===== config.mk =====
export PLATFORM = sky130hd
export DESIGN_NAME = baud_gen
export DESIGN_NICKNAME = d
export VERILOG_FILES = /design/src/rtl/baud_gen_pkg.sv /design/src/rtl/baud_cfg_reg.sv /design/src/rtl/baud_phase_acc.sv /design/src/rtl/baud_uart_tick.sv /design/src/rtl/baud_spi_sck.sv /design/src/rtl/baud_gen.sv
export SDC_FILE = /design/constraint.sdc
export NUM_CORES = 1
export LEC_CHECK = 0
export BUFFER_PORTS_ARGS = -buffer_cell sky130_fd_sc_hd__buf_2
export CAP_MARGIN = 20
export CORE_ASPECT_RATIO = 0.8
export CORE_MARGIN = 5
export CORE_UTILIZATION = 57
export DETAILED_ROUTE_END_ITERATION = 7
export GPL_TIMING_DRIVEN = 0
export HOLD_SLACK_MARGIN = 0.08
export PLACE_DENSITY = 0.79
export SLEW_MARGIN = 5
export SYNTH_ARGS = -nofsm -noshare
export SYNTH_HDL_FRONTEND = slang
export SYNTH_HIERARCHICAL = 1
export SYNTH_SLANG_ARGS = --single-unit

===== constraint.sdc =====
create_clock -name clk -period 4.9 [get_ports clk]
set_input_delay 0.245 -clock clk [delete_from_list [all_inputs] [get_ports clk]]
set_output_delay 0.245 -clock clk [all_outputs]
set_load 0.02 [all_outputs]

===== src/rtl/baud_gen_pkg.sv =====
package baud_gen_pkg;

  localparam int MANT_W    = 8;
  localparam int EXP_W     = 5;
  localparam int STEP_W    = MANT_W + 1 + (1 << EXP_W) - 1;
  localparam int FRAC_W    = 28;
  localparam int UART_CPOS = 24;
  localparam int SPI_CPOS  = 27;
  localparam int FD_LIMPOS = 25;
  localparam int OSR       = 16;

  typedef enum logic [1:0] {
    MODE_UART   = 2'd0,
    MODE_SPI_FD = 2'd1,
    MODE_SPI_TX = 2'd2,
    MODE_SPI_SL = 2'd3
  } port_mode_e;

  typedef logic [STEP_W-1:0] step_t;

  // Accumulator increment: (256 + M) shifted left by E.
  function automatic step_t step_of(input logic [MANT_W-1:0] m,
                                    input logic [EXP_W-1:0]  e);
    step_t base;
    base = step_t'({1'b1, m});
    return base << e;
  endfunction

  // Largest accumulator value before a carry is taken.
  function automatic step_t wrap_mask(input port_mode_e md);
    step_t one;
    one = step_t'(1);
    if (md == MODE_UART) return (one << UART_CPOS) - one;
    return (one << SPI_CPOS) - one;
  endfunction

  // Largest legal step for a mode.
  function automatic step_t step_ceiling(input port_mode_e md);
    step_t one;
    one = step_t'(1);
    case (md)
      MODE_UART:   return one << UART_CPOS;
      MODE_SPI_FD: return one << FD_LIMPOS;
      MODE_SPI_TX: return one << SPI_CPOS;
      default:     return '0;
    endcase
  endfunction

  function automatic logic rate_illegal(input port_mode_e md, input step_t step);
    return (md != MODE_SPI_SL) && (step > step_ceiling(md));
  endfunction

endpackage


===== src/rtl/baud_cfg_reg.sv =====
module baud_cfg_reg #(
  parameter int MANT_W = 8,
  parameter int EXP_W  = 5
) (
  input  logic              clk,
  input  logic              rst_n,
  input  logic              active_i,
  input  logic              we_i,
  input  logic [MANT_W-1:0] mant_i,
  input  logic [EXP_W-1:0]  exp_i,
  output logic [MANT_W-1:0] mant_q,
  output logic [EXP_W-1:0]  exp_q
);

  logic take;
  assign take = we_i && !active_i;

  always_ff @(posedge clk or negedge rst_n) begin
    if (!rst_n) begin
      mant_q <= '0;
      exp_q  <= '0;
    end else if (take) begin
      mant_q <= mant_i;
      exp_q  <= exp_i;
    end
  end

  // configuration cannot move while the port is active
  p_cfg_frozen_r7: assert property (@(posedge clk) disable iff (!rst_n)
    active_i |=> ($stable(mant_q) && $stable(exp_q)));

endmodule


===== src/rtl/baud_phase_acc.sv =====
module baud_phase_acc #(
  parameter int STEP_W = 40,
  parameter int FRAC_W = 28
) (
  input  logic              clk,
  input  logic              rst_n,
  input  logic              run_i,
  input  logic [STEP_W-1:0] step_i,
  input  logic [STEP_W-1:0] wrap_i,
  output logic              evt_o
);

  logic [FRAC_W-1:0] acc_q;
  logic [STEP_W:0]   sum;
  logic [STEP_W:0]   kept;
  logic              carry;

  assign sum   = {1'b0, step_i} + (STEP_W+1)'(acc_q);
  assign carry = sum > {1'b0, wrap_i};
  assign kept  = sum & {1'b0, wrap_i};
  assign evt_o = run_i && carry;

  always_ff @(posedge clk or negedge rst_n) begin
    if (!rst_n)      acc_q <= '0;
    else if (!run_i) acc_q <= '0;
    else             acc_q <= FRAC_W'(kept);
  end

  // accumulator returns to zero whenever the port is idle
  p_acc_cleared_r9: assert property (@(posedge clk) disable iff (!rst_n)
    !run_i |=> (acc_q == '0));

  // remainder always stays below the carry position
  p_acc_in_window_r1: assert property (@(posedge clk) disable iff (!rst_n)
    run_i |=> ({{(STEP_W-FRAC_W){1'b0}}, acc_q} <= $past(wrap_i)));

endmodule


===== src/rtl/baud_uart_tick.sv =====
module baud_uart_tick #(
  parameter int OSR = 16
) (
  input  logic clk,
  input  logic rst_n,
  input  logic run_i,
  input  logic evt_i,
  output logic tick_o,
  output logic bit_o
);

  localparam int CW = $clog2(OSR);

  logic [CW-1:0] cnt_q;
  logic          last;

  assign last = (cnt_q == CW'(OSR - 1));

  always_ff @(posedge clk or negedge rst_n) begin
    if (!rst_n) begin
      cnt_q  <= '0;
      tick_o <= 1'b0;
      bit_o  <= 1'b0;
    end else begin
      tick_o <= evt_i;
      bit_o  <= evt_i && last;
      if (!run_i)     cnt_q <= '0;
      else if (evt_i) cnt_q <= last ? '0 : cnt_q + CW'(1);
    end
  end

  // a bit strobe never stands alone
  p_bit_on_tick_r2: assert property (@(posedge clk) disable iff (!rst_n)
    bit_o |-> tick_o);

  // idle port emits nothing
  p_tick_idle_r10: assert property (@(posedge clk) disable iff (!rst_n)
    !run_i |=> (!tick_o && !bit_o));

endmodule


===== src/rtl/baud_spi_sck.sv =====
module baud_spi_sck (
  input  logic clk,
  input  logic rst_n,
  input  logic run_i,
  input  logic evt_i,
  input  logic cpol_i,
  input  logic cpha_i,
  output logic sck_o,
  output logic sample_o,
  output logic shift_o
);

  logic phase_q;
  logic lead_evt;
  logic trail_evt;

  assign lead_evt  = evt_i && !phase_q;
  assign trail_evt = evt_i &&  phase_q;
  assign sck_o     = phase_q ^ cpol_i;

  always_ff @(posedge clk or negedge rst_n) begin
    if (!rst_n) begin
      phase_q  <= 1'b0;
      sample_o <= 1'b0;
      shift_o  <= 1'b0;
    end else begin
      sample_o <= cpha_i ? trail_evt : lead_evt;
      shift_o  <= cpha_i ? lead_evt  : trail_evt;
      if (!run_i) phase_q <= 1'b0;
      else        phase_q <= phase_q ^ evt_i;
    end
  end

  // every half-period event flips the clock phase
  p_evt_flips_r3: assert property (@(posedge clk) disable iff (!rst_n)
    evt_i |=> (phase_q != $past(phase_q)));

  // sample and shift are on opposite edges
  p_one_strobe_r4: assert property (@(posedge clk) disable iff (!rst_n)
    !(sample_o && shift_o));

  // phase parks at the idle level when not running
  p_phase_home_r5: assert property (@(posedge clk) disable iff (!rst_n)
    !run_i |=> (phase_q == 1'b0));

endmodule


===== src/rtl/baud_gen.sv =====
module baud_gen
  import baud_gen_pkg::*;
(
  input  logic              clk,
  input  logic              rst_n,
  input  logic [1:0]        mode_i,
  input  logic              active_i,
  input  logic              cpol_i,
  input  logic              cpha_i,
  input  logic              cfg_we_i,
  input  logic [MANT_W-1:0] cfg_mant_i,
  input  logic [EXP_W-1:0]  cfg_exp_i,
  output logic              tick16_o,
  output logic              bit_stb_o,
  output logic              sck_o,
  output logic              sample_stb_o,
  output logic              shift_stb_o,
  output logic              rate_err_o
);

  port_mode_e        md;
  logic [MANT_W-1:0] mant_q;
  logic [EXP_W-1:0]  exp_q;
  step_t             step;
  step_t             wrap;
  logic              uart_run;
  logic              spi_run;
  logic              acc_run;
  logic              rate_evt;
  logic              uart_evt;
  logic              spi_evt;

  assign md       = port_mode_e'(mode_i);
  assign step     = step_of(mant_q, exp_q);
  assign wrap     = wrap_mask(md);
  assign uart_run = active_i && (md == MODE_UART);
  assign spi_run  = active_i && ((md == MODE_SPI_FD) || (md == MODE_SPI_TX));
  assign acc_run  = uart_run || spi_run;
  assign uart_evt = rate_evt && uart_run;
  assign spi_evt  = rate_evt && spi_run;
  assign rate_err_o = rate_illegal(md, step);

  baud_cfg_reg #(.MANT_W(MANT_W), .EXP_W(EXP_W)) u_cfg (
    .clk      (clk),
    .rst_n    (rst_n),
    .active_i (active_i),
    .we_i     (cfg_we_i),
    .mant_i   (cfg_mant_i),
    .exp_i    (cfg_exp_i),
    .mant_q   (mant_q),
    .exp_q    (exp_q)
  );

  baud_phase_acc #(.STEP_W(STEP_W), .FRAC_W(FRAC_W)) u_acc (
    .clk    (clk),
    .rst_n  (rst_n),
    .run_i  (acc_run),
    .step_i (step),
    .wrap_i (wrap),
    .evt_o  (rate_evt)
  );

  baud_uart_tick #(.OSR(OSR)) u_uart (
    .clk    (clk),
    .rst_n  (rst_n),
    .run_i  (uart_run),
    .evt_i  (uart_evt),
    .tick_o (tick16_o),
    .bit_o  (bit_stb_o)
  );

  baud_spi_sck u_spi (
    .clk      (clk),
    .rst_n    (rst_n),
    .run_i    (spi_run),
    .evt_i    (spi_evt),
    .cpol_i   (cpol_i),
    .cpha_i   (cpha_i),
    .sck_o    (sck_o),
    .sample_o (sample_stb_o),
    .shift_o  (shift_stb_o)
  );

  // slave mode never reports a rate error
  p_slave_no_err_r8: assert property (@(posedge clk) disable iff (!rst_n)
    (md == MODE_SPI_SL) |-> !rate_err_o);

  // slave mode leaves the strobes and ticks low
  p_slave_quiet_r8: assert property (@(posedge clk) disable iff (!rst_n)
    (md == MODE_SPI_SL) |=> (!sample_stb_o && !shift_stb_o && !tick16_o));

  // any UART exponent beyond 16 is out of range
  p_uart_exp_err_r6: assert property (@(posedge clk) disable iff (!rst_n)
    ((md == MODE_UART) && (exp_q > EXP_W'(16))) |-> rate_err_o);

endmodule


# Word-level counts from Yosys, hierarchy flattened
# Cells that the tools add are included.
[word_totals]
ff_bits = 50
input_bits = 21
[op_classes]
n_addsub = 2
order_cmp = 2
eq_ne = 5
n_shift = 1
n_mux = 11
n_bitwise = 3
n_reduce_logical = 15
[op_table]
columns = ["op", "count"]
rows = [
  ["$pmux 28 s3", 1],
  ["$mux 40", 2],
  ["$add 40x28->41", 1],
  ["$gt 41x40->1", 1],
  ["$gt 40x40->1", 1],
  ["$shl 9x5->40", 1],
  ["$and 28x28->28", 1],
  ["$mux 28", 1],
  ["$mux 4", 3],
  ["$logic_and 1x1->1", 10],
  ["$add 4x1->4 const B", 1],
  ["$eq 4x4->1 const B", 1],
  ["$mux 1", 4],
  ["$ne 2x2->1 const B", 2],
  ["$eq 2x1->1 const B", 1],
  ["$eq 2x2->1 const B", 1],
  ["$logic_not 1->1", 2],
  ["$logic_not 2->1", 1],
  ["$logic_or 1x1->1", 2],
  ["$xor 1x1->1", 2],
]

# Longest topological paths before layout
# Gate-level depths: netlist of run 1.
[logic_depth]
word_depth = 8
mapped_depth = 29
depth_no_buf = 27

# By module
# Netlist of run 1, hierarchy kept.
[by_module_without_submodules]
columns = ["module", "instances", "cells_each", "area_each_um2"]
rows = [
  ["baud_phase_acc", 1, 467, 3975.1],
  ["baud_gen", 1, 175, 1147.4],
  ["baud_cfg_reg", 1, 28, 543.0],
  ["baud_uart_tick", 1, 21, 264.0],
  ["baud_spi_sck", 1, 10, 141.4],
]

# Worst setup path after synthesis of run 1
# OpenSTA, ideal clock, no wires.
[synth_path]
path_kind = "reg2reg"
startpoint = "reg u_cfg.exp_q[0]"
endpoint = "reg u_spi.sample_o"
setup_time_ps = 125
t_arrival_ps = 5227
setup_slack_ps = -451
path_stages_with_launch = 27
cell_sequence = "dfrtp_1 > mux2_2 > nor2b_1 > a211oi_2 > mux2i_1 > nor2b_1 > ha_1 > a21oi_2 > nand2_1 > a221oi_2 > and3_1 > nor3_2 > o31ai_4 > a21oi_1 > xor2_1 > ha_1 > a21oi_1 > nand2_1 > a21oi_1 > o21ai_0 > a211o_1 > a221oi_1 > a21oi_1 > o2bb2ai_1 > and3_1 > ha_1 > mux2_2"
[synth_via]
elab_chain_len = 7
elab_cells_between_ends = 8
[synth_lines]
columns = ["element", "line_no", "source"]
rows = [
  ["start: declaration", "baud_cfg_reg.sv:12", "output logic [EXP_W-1:0] exp_q"],
  ["start signal: assignment", "baud_cfg_reg.sv:24", "exp_q <= exp_i;"],
  ["$shl 9x5->40 *", "baud_gen_pkg.sv:26", "return base << e;"],
  ["named net step[13]", "baud_gen.sv:24", "step_t step;"],
  ["$add 40x28->41 *", "baud_phase_acc.sv:18", "assign sum = {1'b0, step_i} + (STEP_W+1)'(acc_q);"],
  ["$gt 41x40->1 *", "baud_phase_acc.sv:19", "assign carry = sum > {1'b0, wrap_i};"],
  ["$logic_and 1x1->1 *", "baud_phase_acc.sv:21", "assign evt_o = run_i && carry;"],
  ["named net rate_evt", "baud_gen.sv:29", "logic rate_evt;"],
  ["$logic_and 1x1->1 *", "baud_gen.sv:40", "assign spi_evt = rate_evt && spi_run;"],
  ["named net spi_evt", "baud_gen.sv:31", "logic spi_evt;"],
  ["$logic_and 1x1->1, on equally long branches", "baud_spi_sck.sv:17, baud_spi_sck.sv:18", ""],
  ["$mux 1 *", "baud_spi_sck.sv:27", "sample_o <= cpha_i ? trail_evt : lead_evt;"],
  ["end signal: assignment", "baud_spi_sck.sv:27", ""],
  ["end: declaration", "baud_spi_sck.sv:9", "output logic sample_o,"],
]
# The timed path passes the listed nets; every way through them passes the cells marked *.
# A chain may end at the register's enable or synchronous reset.

# Final worst setup path of run 1
[layout_path]
startpoint = "reg u_cfg.exp_q[2]"
endpoint = "reg u_spi.sample_o"
# The elaborated chain is that of the path after synthesis.

==> summary.txt, run 1 <==
Outcome
  – Status: complete, but fails checks
  – Failing checks: negative setup slack

Yosys
  – Synth Area in Simple Gates: 0.212
  – EDFF count, synth: 0
  – Synth unique cells: 78
  – Largest family of logic cells by synthesized area: adder cells
  – Adder-Cell Fraction of Synth Area: 0.222
  – Synth warn: 6
  – Top FF cell, synth: dfrtp_1
  – Cells after synthesis: 701
  – Area of the mapped netlist: 0.00607 mm²
  – #FFs+latches synth: 50
  – Syn_area_per_cell: 8.66 µm²
  – Seq/Total Area, Yosys: 0.206
  – Multiplexer share of the synthesized area: 0.0701
  – Complex-gate fraction of the synthesized area: 0.180
  – Post-synthesis xor/xnor area fraction: 0.0519
  – Asr flop ratio synth: 1.00

STA
  – Final Cycle Share: 1.17
  – Slew Limit Headroom: 0.456
  – Final Setup Violations: 9
  – Worst Skew: 0.0105 ns
  – Setup TNS: -6.57 ns
  – Min Clock Period, post-route: 5.72 ns
  – Final slew viol count: 0
  – Slew of the pin with the lowest slew margin: 0.809 ns
  – Post-route setup slack: -0.819 ns
  – Final Hold Fails: 0
  – RSZ-0062 raised after global routing: yes
  – Fmax: 175 MHz

Clock tree
  – CTS tree: built
  – CTS clk-pin slew, worst paths: 0.07 ns
  – Cts bufs inserted: 5
  – Skew-Pair Late Insertion Delay: 0.31 ns
  – Clk root buf: clkbuf_16
  – CTS Buffer Depth: 2
  – CTS sink cnt: 50
  – H-tree levels: 2

Final layout
  – Area Growth Syn to Fin: 27.8%
  – Ant. Diodes: 0
  – Fillers: 713
  – Share of cells above drive strength 1: 0.249
  – Design area: 0.00776 mm²
  – Final Util: 0.752
  – Layout net count: 961

Floorplanning
  – Initial Utilization: 0.588
  – Die span in y: 102 µm
  – Die area: 0.0128 mm²
  – Die X: 125 µm
  – I/O pins: 27
  – Std-Cell Rows: 33
  – Placeable Area: 0.0103 mm²

Placed design
  – DP Area: 0.00666 mm²
  – DP HPWL: 12100 µm
  – PortBufs: 26
  – Placer's final routability congestion estimate: 0.901
  – Pre-CTS worst setup slack: -1.29 ns

Worst setup path
  – WS Path Type: reg -> reg
  – WP data required: 5.09 ns
  – Crit path arrival time: 5.91 ns
  – Worst setup EP type: flip-flop
  – Startpoint types: flip-flop
  – Top fanout value on the critical path: 6

Flow run
  – Max-Cap Viols: 0

GRT
  – Global route overflow: 0
  – GRT met2 Usage: 0.466
  – Antenna violations before repair: 0
  – Pin count of the biggest net entering global routing: 27
  – GRT Max-Usage Layer: met2
  – All-Layer GR Usage: 0.263
  – First-pass GRT wire length: 27300 µm
  – Vias in the first global route: 5564
  – Met1 Use GR: 0.330
  – Grt met3 use: 0.0449

Power and ir drop
  – Clock Power Share: 0.231
  – Power Density: 267 mW/mm²
  – Net Sw Power: 845 µW
  – Overall power: 2070 µW
  – Flop pwr share: 0.233
  – Combinational fraction of design power: 0.536
  – Worst vdd ir: 0.161 mV
  – Net Sw Frac: 0.408
  – Static leakage: 0.00405 µW
  – Internal power: 1230 µW

Detailed routing
  – Drt first pass iters: 6
  – DR iter-0 viols: 591
  – # DRC: 0
  – Wire per inst: 18.5 µm
  – DR vias: 5798
  – DRT Wirelength: 18000 µm
  – Remaining antenna violation count after routing: 0
  – Vias per cell: 5.95

Worst hold path
  – Hold WC Path Type: in -> reg
[layer usage]
layer,vias up,part of all wire
li1,2687,-
met1,2742,0.40
met2,297,0.48
met3,72,0.078
met4,0,0.039
met5,-,0
[worst max-delay path: stages (launching register included)]
cell,delay [ns]
dfrtp_1,0.41
buf_6,0.16
mux2i_4,0.19
mux4_2,0.54
mux2_4,0.32
nor2_4,0.14
ha_4,0.23
a21oi_4,0.20
o22ai_4,0.13
a221oi_4,0.30
buf_4,0.17
a311oi_2,0.10
and2_4,0.19
a31oi_4,0.19
o31ai_4,0.09
xor2_1,0.19
ha_1,0.30
and3_4,0.17
nand4_1,0.09
buf_6,0.15
nor3b_4,0.29
nand3_1,0.11
o21ai_1,0.13
a21oi_2,0.06
o2bb2ai_2,0.14
and3_4,0.18
ha_4,0.15
mux2_4,0.26
[Yosys cell counts (3+ instances only)]
master	count	area [µm²]
mux2_4	10	150
dfrtp_1	50	1250
xnor2_1	19	166
and4_1	5	43.8
ha_1	106	1330
clkbuf_1	8	30.0
a22oi_1	3	22.5
inv_1	59	221
o21ai_0	13	65.1
o21a_1	4	30.0
nor2b_1	16	100
a21o_1	16	120
buf_6	4	45.0
mux2i_1	14	140
a31oi_4	3	63.8
and2_1	38	238
nand4_1	11	68.8
nand3_1	25	125
nor4_1	3	18.8
and3_1	13	81.3
o211ai_1	3	22.5
a21oi_1	45	225
a211o_1	4	35.0
o31ai_1	3	22.5
buf_2	5	25.0
nor2_1	55	206
xor2_1	17	149
nand3b_1	3	22.5
nand2_1	40	150
o22ai_1	10	62.6
nor3_1	7	35.0
mux2_2	10	113
o21ai_1	10	50.1
nand2b_1	12	75.1
a221oi_1	4	35.0
[cell families (layout without fill, tap and decap cells)]
group,Yosys count,in the layout
buffers and inverters,78,151
XOR/XNOR,36,36
AO/OA/AOI/OAI,151,151
multiplexers,35,35
other,2,62
flip-flops,50,50
AND/OR/NAND/NOR,242,242
adder cells (fa/ha/maj),107,107
[layout by cell type, fill, tap and decap left out, drive strengths merged, types with 3 or more instances in the layout]
cell,n
ha,106
buf,76
conb,62
inv,59
nor2,55
dfrtp,50
a21oi,47
nand2,40
and2,39
nand3,26
o21ai,25
mux2,20
xnor2,19
xor2,17
nor2b,17
a21o,16
mux2i,14
and3,13
clkbuf,13
nand2b,12
nand4,11
o22ai,10
nor3,8
and4,6
o31ai,6
a31oi,5
a221oi,5
o21a,4
o211ai,4
a211o,4
nand3b,3
a22oi,3
nor4,3
or2,3
a211oi,3
a21boi,3
[area by class of cell]
| type | count | area [µm²] | area share |
|---|---|---|---|
| Inverter | 59 | 221 | 0.0285 |
| Multi-Input combinational cell | 633 | 5300 | 0.683 |
| Clock inverter | 2 | 60.1 | 0.00774 |
| Tap cell | 140 | 175 | 0.0226 |
| Sequential cell | 50 | 1250 | 0.162 |
| Timing Repair Buffer | 67 | 468 | 0.0603 |
| Clock buffer | 6 | 139 | 0.0179 |
| Buffer | 17 | 143 | 0.0184 |
[sequential cells by signal, indices dropped and copies added, names as in the netlist]
| signal | flops |
|---|---|
| u_uart/tick_o | 1 |
| u_spi/sample_o | 1 |
| u_uart/bit_o | 1 |
| u_spi/phase_q | 1 |
| u_uart/cnt_q | 4 |
| u_cfg/mant_q | 8 |
| u_cfg/exp_q | 5 |
| u_spi/shift_o | 1 |
| u_acc/acc_q | 28 |
[power by group through the flow]
| stage | Combinational, µW | Clock (µW) | Sequential [µW] |
|---|---|---|---|
| finish | 1110 | 479 | 482 |
| global placement | 799 | 0 | 479 |
| CTS | 958 | 479 | 476 |
| detailed placement | 832 | 0 | 479 |
| floorplan | 634 | 0 | 469 |
| global route | 1200 | 499 | 485 |
[stage by stage]
stage | instances | hold slack [ns]
5_1_grt | 974 | 0.168
4_1_cts | 960 | 0.165
3_3_place_gp | 927 | 0.476
6_report | 974 | 0.165
3_5_place_dp | 928 | 0.301
2_1_floorplan | 761 | -0.0506
[final timing paths]
path / from / to / slack, ns / cells after the start
min in group asynchronous: rst_n / u_cfg/mant_q[5]$_DFFE_PN0P_ / 0.49 / 2
worst min-delay path: cfg_mant_i[3] / u_cfg/mant_q[3]$_DFFE_PN0P_ / 0.17 / 2
worst max register to register: u_cfg/exp_q[2]$_DFFE_PN0P_ / u_spi/sample_o$_DFF_PN0_ / -0.82 / 27
worst max-delay path: u_cfg/exp_q[2]$_DFFE_PN0P_ / u_spi/sample_o$_DFF_PN0_ / -0.82 / 27
max in group asynchronous: rst_n / u_acc/acc_q[13]$_DFF_PN0_ / 3.82 / 3
worst min register to register: u_cfg/exp_q[2]$_DFFE_PN0P_ / u_cfg/exp_q[2]$_DFFE_PN0P_ / 0.57 / 1
[repair_timing]
action                     CTS  global route
setup endpoints to repair    9             9
hold buffers                 1             0
resized for setup           67            55
setup buffers               24            15
pin swaps                   28            36
hold endpoints to repair    24             0
Power figures use the tool's default switching activity.
==> inputs of run 2 (changes only) <==
--- a/config.mk
+++ b/config.mk
@@ -9,11 +9,11 @@
 export CAP_MARGIN = 20
 export CORE_ASPECT_RATIO = 0.8
 export CORE_MARGIN = 5
-export CORE_UTILIZATION = 57
+export CORE_UTILIZATION = 40
 export DETAILED_ROUTE_END_ITERATION = 7
 export GPL_TIMING_DRIVEN = 0
 export HOLD_SLACK_MARGIN = 0.08
-export PLACE_DENSITY = 0.79
+export PLACE_DENSITY = 0.57
 export SLEW_MARGIN = 5
 export SYNTH_ARGS = -nofsm -noshare
 export SYNTH_HDL_FRONTEND = slang
==> constraint.sdc (replaced) <==
create_clock -name clk -period 5.7 [get_ports clk]
set_input_delay 0.285 -clock clk [delete_from_list [all_inputs] [get_ports clk]]
set_output_delay 0.285 -clock clk [all_outputs]
set_load 0.02 [all_outputs]
==> summary.txt, run 2 (synthesis results as in run 1) <==
Power and ir drop
  – Internal power: 981 µW (-20%)
  – Flop pwr share: 0.245 (+0.012)
  – Static leakage: 0.00395 µW (-2.5%)
  – Combinational fraction of design power: 0.537 (about the same)
  – Power Density: 220 mW/mm² (-18%)
  – Clock Power Share: 0.218 (-0.013)
  – Worst vdd ir: 0.114 mV (-29%)
  – Net Sw Power: 705 µW (-17%)
  – Net Sw Frac: 0.418 (+0.0101)

Final layout
  – Biggest regs: u_acc/acc_q (28), u_cfg/mant_q (8), u_cfg/exp_q (5)
  – Max reg flops: 28 (unchanged)
  – Ant. Diodes: 0 (unchanged)
  – Commonest non-fill, non-tap cells in the layout: 94 x ha_1, 62 x conb_1, 58 x inv_1, 50 x nor2_1, 48 x dfrtp_1
  – Area Growth Syn to Fin: 26.1%
  – Most common cell after layout, fill and taps aside: ha_1
  – Final Util: 0.512 (-0.240)
  – Biggest register: u_acc/acc_q
  – Share of cells above drive strength 1: 0.240 (-0.00950)
  – Layout net count: 944 (-1.8%)

Detailed routing
  – DR vias: 5300 (-8.6%)
  – Drt first pass iters: 5 (-1)
  – Remaining antenna violation count after routing: 0 (unchanged)
  – Wire per inst: 16.4 µm (-12%)
  – # DRC: 0 (unchanged)
  – Vias per cell: 5.27 (-11%)
  – DRT Wirelength: 16500 µm (-8.6%)
  – DR iter-0 viols: 222 (-62%)

GRT
  – Vias in the first global route: 5164 (-7.2%)
  – Global route overflow: 0 (unchanged)
  – First-pass GRT wire length: 26000 µm (-4.7%)
  – Pin count of the biggest net entering global routing: 28 (+3.7%)
  – All-Layer GR Usage: 0.180 (-0.0832)
  – Antenna violations before repair: 1 (+1)

Placed design
  – Placer's final routability congestion estimate: 0.912 (+1.2%)
  – DP HPWL: 12300 µm (+0.92%)
  – PortBufs: 26 (unchanged)

Worst setup path
  – CP max stage delay: 0.39 ns (-0.15 ns)
  – Worst setup EP type: flip-flop
  – Most used cell, CP: o21ai_2
  – Crit path max-delay cell type: dfrtp_1
  – Startpoint types: flip-flop
  – WP data required: 5.90 ns (+0.81 ns)
  – WS Path Type: reg -> reg
  – Top fanout value on the critical path: 10 (+4)
  – Crit path arrival time: 5.91 ns (about the same)

Flow run
  – Max-Cap Viols: 0 (unchanged)

STA
  – Slew Limit Headroom: 0.468 (+0.0125)
  – Setup TNS: -0.0202 ns (+6.55 ns)
  – Worst Skew: 0.0112 ns (+0.000695 ns)
  – Final slew viol count: 0 (unchanged)
  – Slew of the pin with the lowest slew margin: 0.791 ns (-0.0181 ns)
  – Post-route setup slack: -0.0133 ns (+0.805 ns)
  – RSZ-0062 raised after global routing: yes
  – Final Cycle Share: 1.00 (-0.165)
  – Final Hold Fails: 0 (unchanged)
  – Min Clock Period, post-route: 5.71 ns (-0.00534 ns)
  – Fmax: 175 MHz (about the same)
  – Final Setup Violations: 3 (-6)

Clock tree
  – CTS clk-pin slew, worst paths: 0.08 ns (about the same)
  – Cts bufs inserted: 5 (unchanged)
  – CTS sink cnt: 50 (unchanged)
  – Skew-Pair Late Insertion Delay: 0.31 ns (about the same)
  – Clk root buf: clkbuf_16
  – CTS tree: built
  – H-tree levels: 2 (unchanged)
  – CTS Buffer Depth: 2 (unchanged)

Outcome
  – Failing checks: negative setup slack
  – Status: complete, but fails checks

Floorplanning
  – Std-Cell Rows: 40 (+21%)
  – I/O pins: 27 (unchanged)
  – Die X: 148 µm (+18%)
  – Initial Utilization: 0.406 (-0.182)
  – Die span in y: 120 µm (+17%)
  – Die area: 0.0178 mm² (+38%)
  – Placeable Area: 0.0150 mm² (+45%)

Worst hold path
  – Hold WC Path Type: in -> reg
-- run 2: path summary, 6_finish.rpt --
path | slack (ns) | start | to | cells after the start
min reg2reg | 0.54 | u_cfg/exp_q[2]$_DFFE_PN0P_ | u_cfg/exp_q[2]$_DFFE_PN0P_ | 1
max | -0.01 | u_cfg/exp_q[2]$_DFFE_PN0P_ | u_spi/sample_o$_DFF_PN0_ | 28
max reg2reg | -0.01 | u_cfg/exp_q[2]$_DFFE_PN0P_ | u_spi/sample_o$_DFF_PN0_ | 28
min | 0.20 | cfg_mant_i[2] | u_cfg/mant_q[2]$_DFFE_PN0P_ | 2
min in group asynchronous | 0.53 | rst_n | u_cfg/exp_q[2]$_DFFE_PN0P_ | 2
max in group asynchronous | 4.58 | rst_n | u_acc/acc_q[19]$_DFF_PN0_ | 3
-- run 2: critical path: cells and delay by family, from the launching register on --
family	cells	cell delay (ns)
compound gates	14	2.58
simple gates	5	0.78
fa+ha+maj	3	0.74
buf+inv	3	0.48
mux	2	0.44
flops	1	0.39
xor+xnor	1	0.17
-- run 2: timing repair --
action                                  in CTS  in global routing
gates resized for setup                     49                 83
pin swaps                                   13                 34
hold buffers                                 1                  0
endpoints found under the hold margin       26                  0
endpoints found under the setup margin       9                  9
buffers inserted                            12                 10
-- run 2: area by class of cell --
type                       instances  area, µm²
fill                            1384       7310
multi-input combinational        633       5300
sequential                        50       1250
timing repair buffer              50        329
tap                              189        236
inverter                          59        225
buffer                            17        140
clock buffer                       5        125
clock inverter                     3       48.8
-- run 2: layer usage --
layer / vias up / track usage / share of wire / wire (µm)
met5: - / 0 / 0 / 0
met4: 0 / 0.0454 / 0.015 / 255
met3: 19 / 0.0296 / 0.045 / 735
met2: 124 / 0.289 / 0.46 / 7630
met1: 2503 / 0.253 / 0.48 / 7840
li1: 2654 / - / - / -
-- run 2: metrics by stage --
stage               cell area (µm²)  setup slack [ns]  hold slack (ns)  instances  total power [µW]
detailed placement             6680            -0.809            0.357        977              1130
floorplan                      6300             0.349          -0.0106        761               943
finish                         7660           -0.0133            0.202       1006              1690
CTS                            7180           0.00909            0.193        997              1580
global placement               6660            -0.816            0.517        976              1110
global route                   7660            -0.244            0.198       1006              1810
-- run 2: power groups by stage --
stage | logic [µW] | registers, µW | clock network (µW)
6_report | 905 | 413 | 367
5_1_grt | 997 | 417 | 395
4_1_cts | 793 | 408 | 382
3_5_place_dp | 718 | 412 | 0
3_3_place_gp | 702 | 413 | 0
2_1_floorplan | 540 | 402 | 0
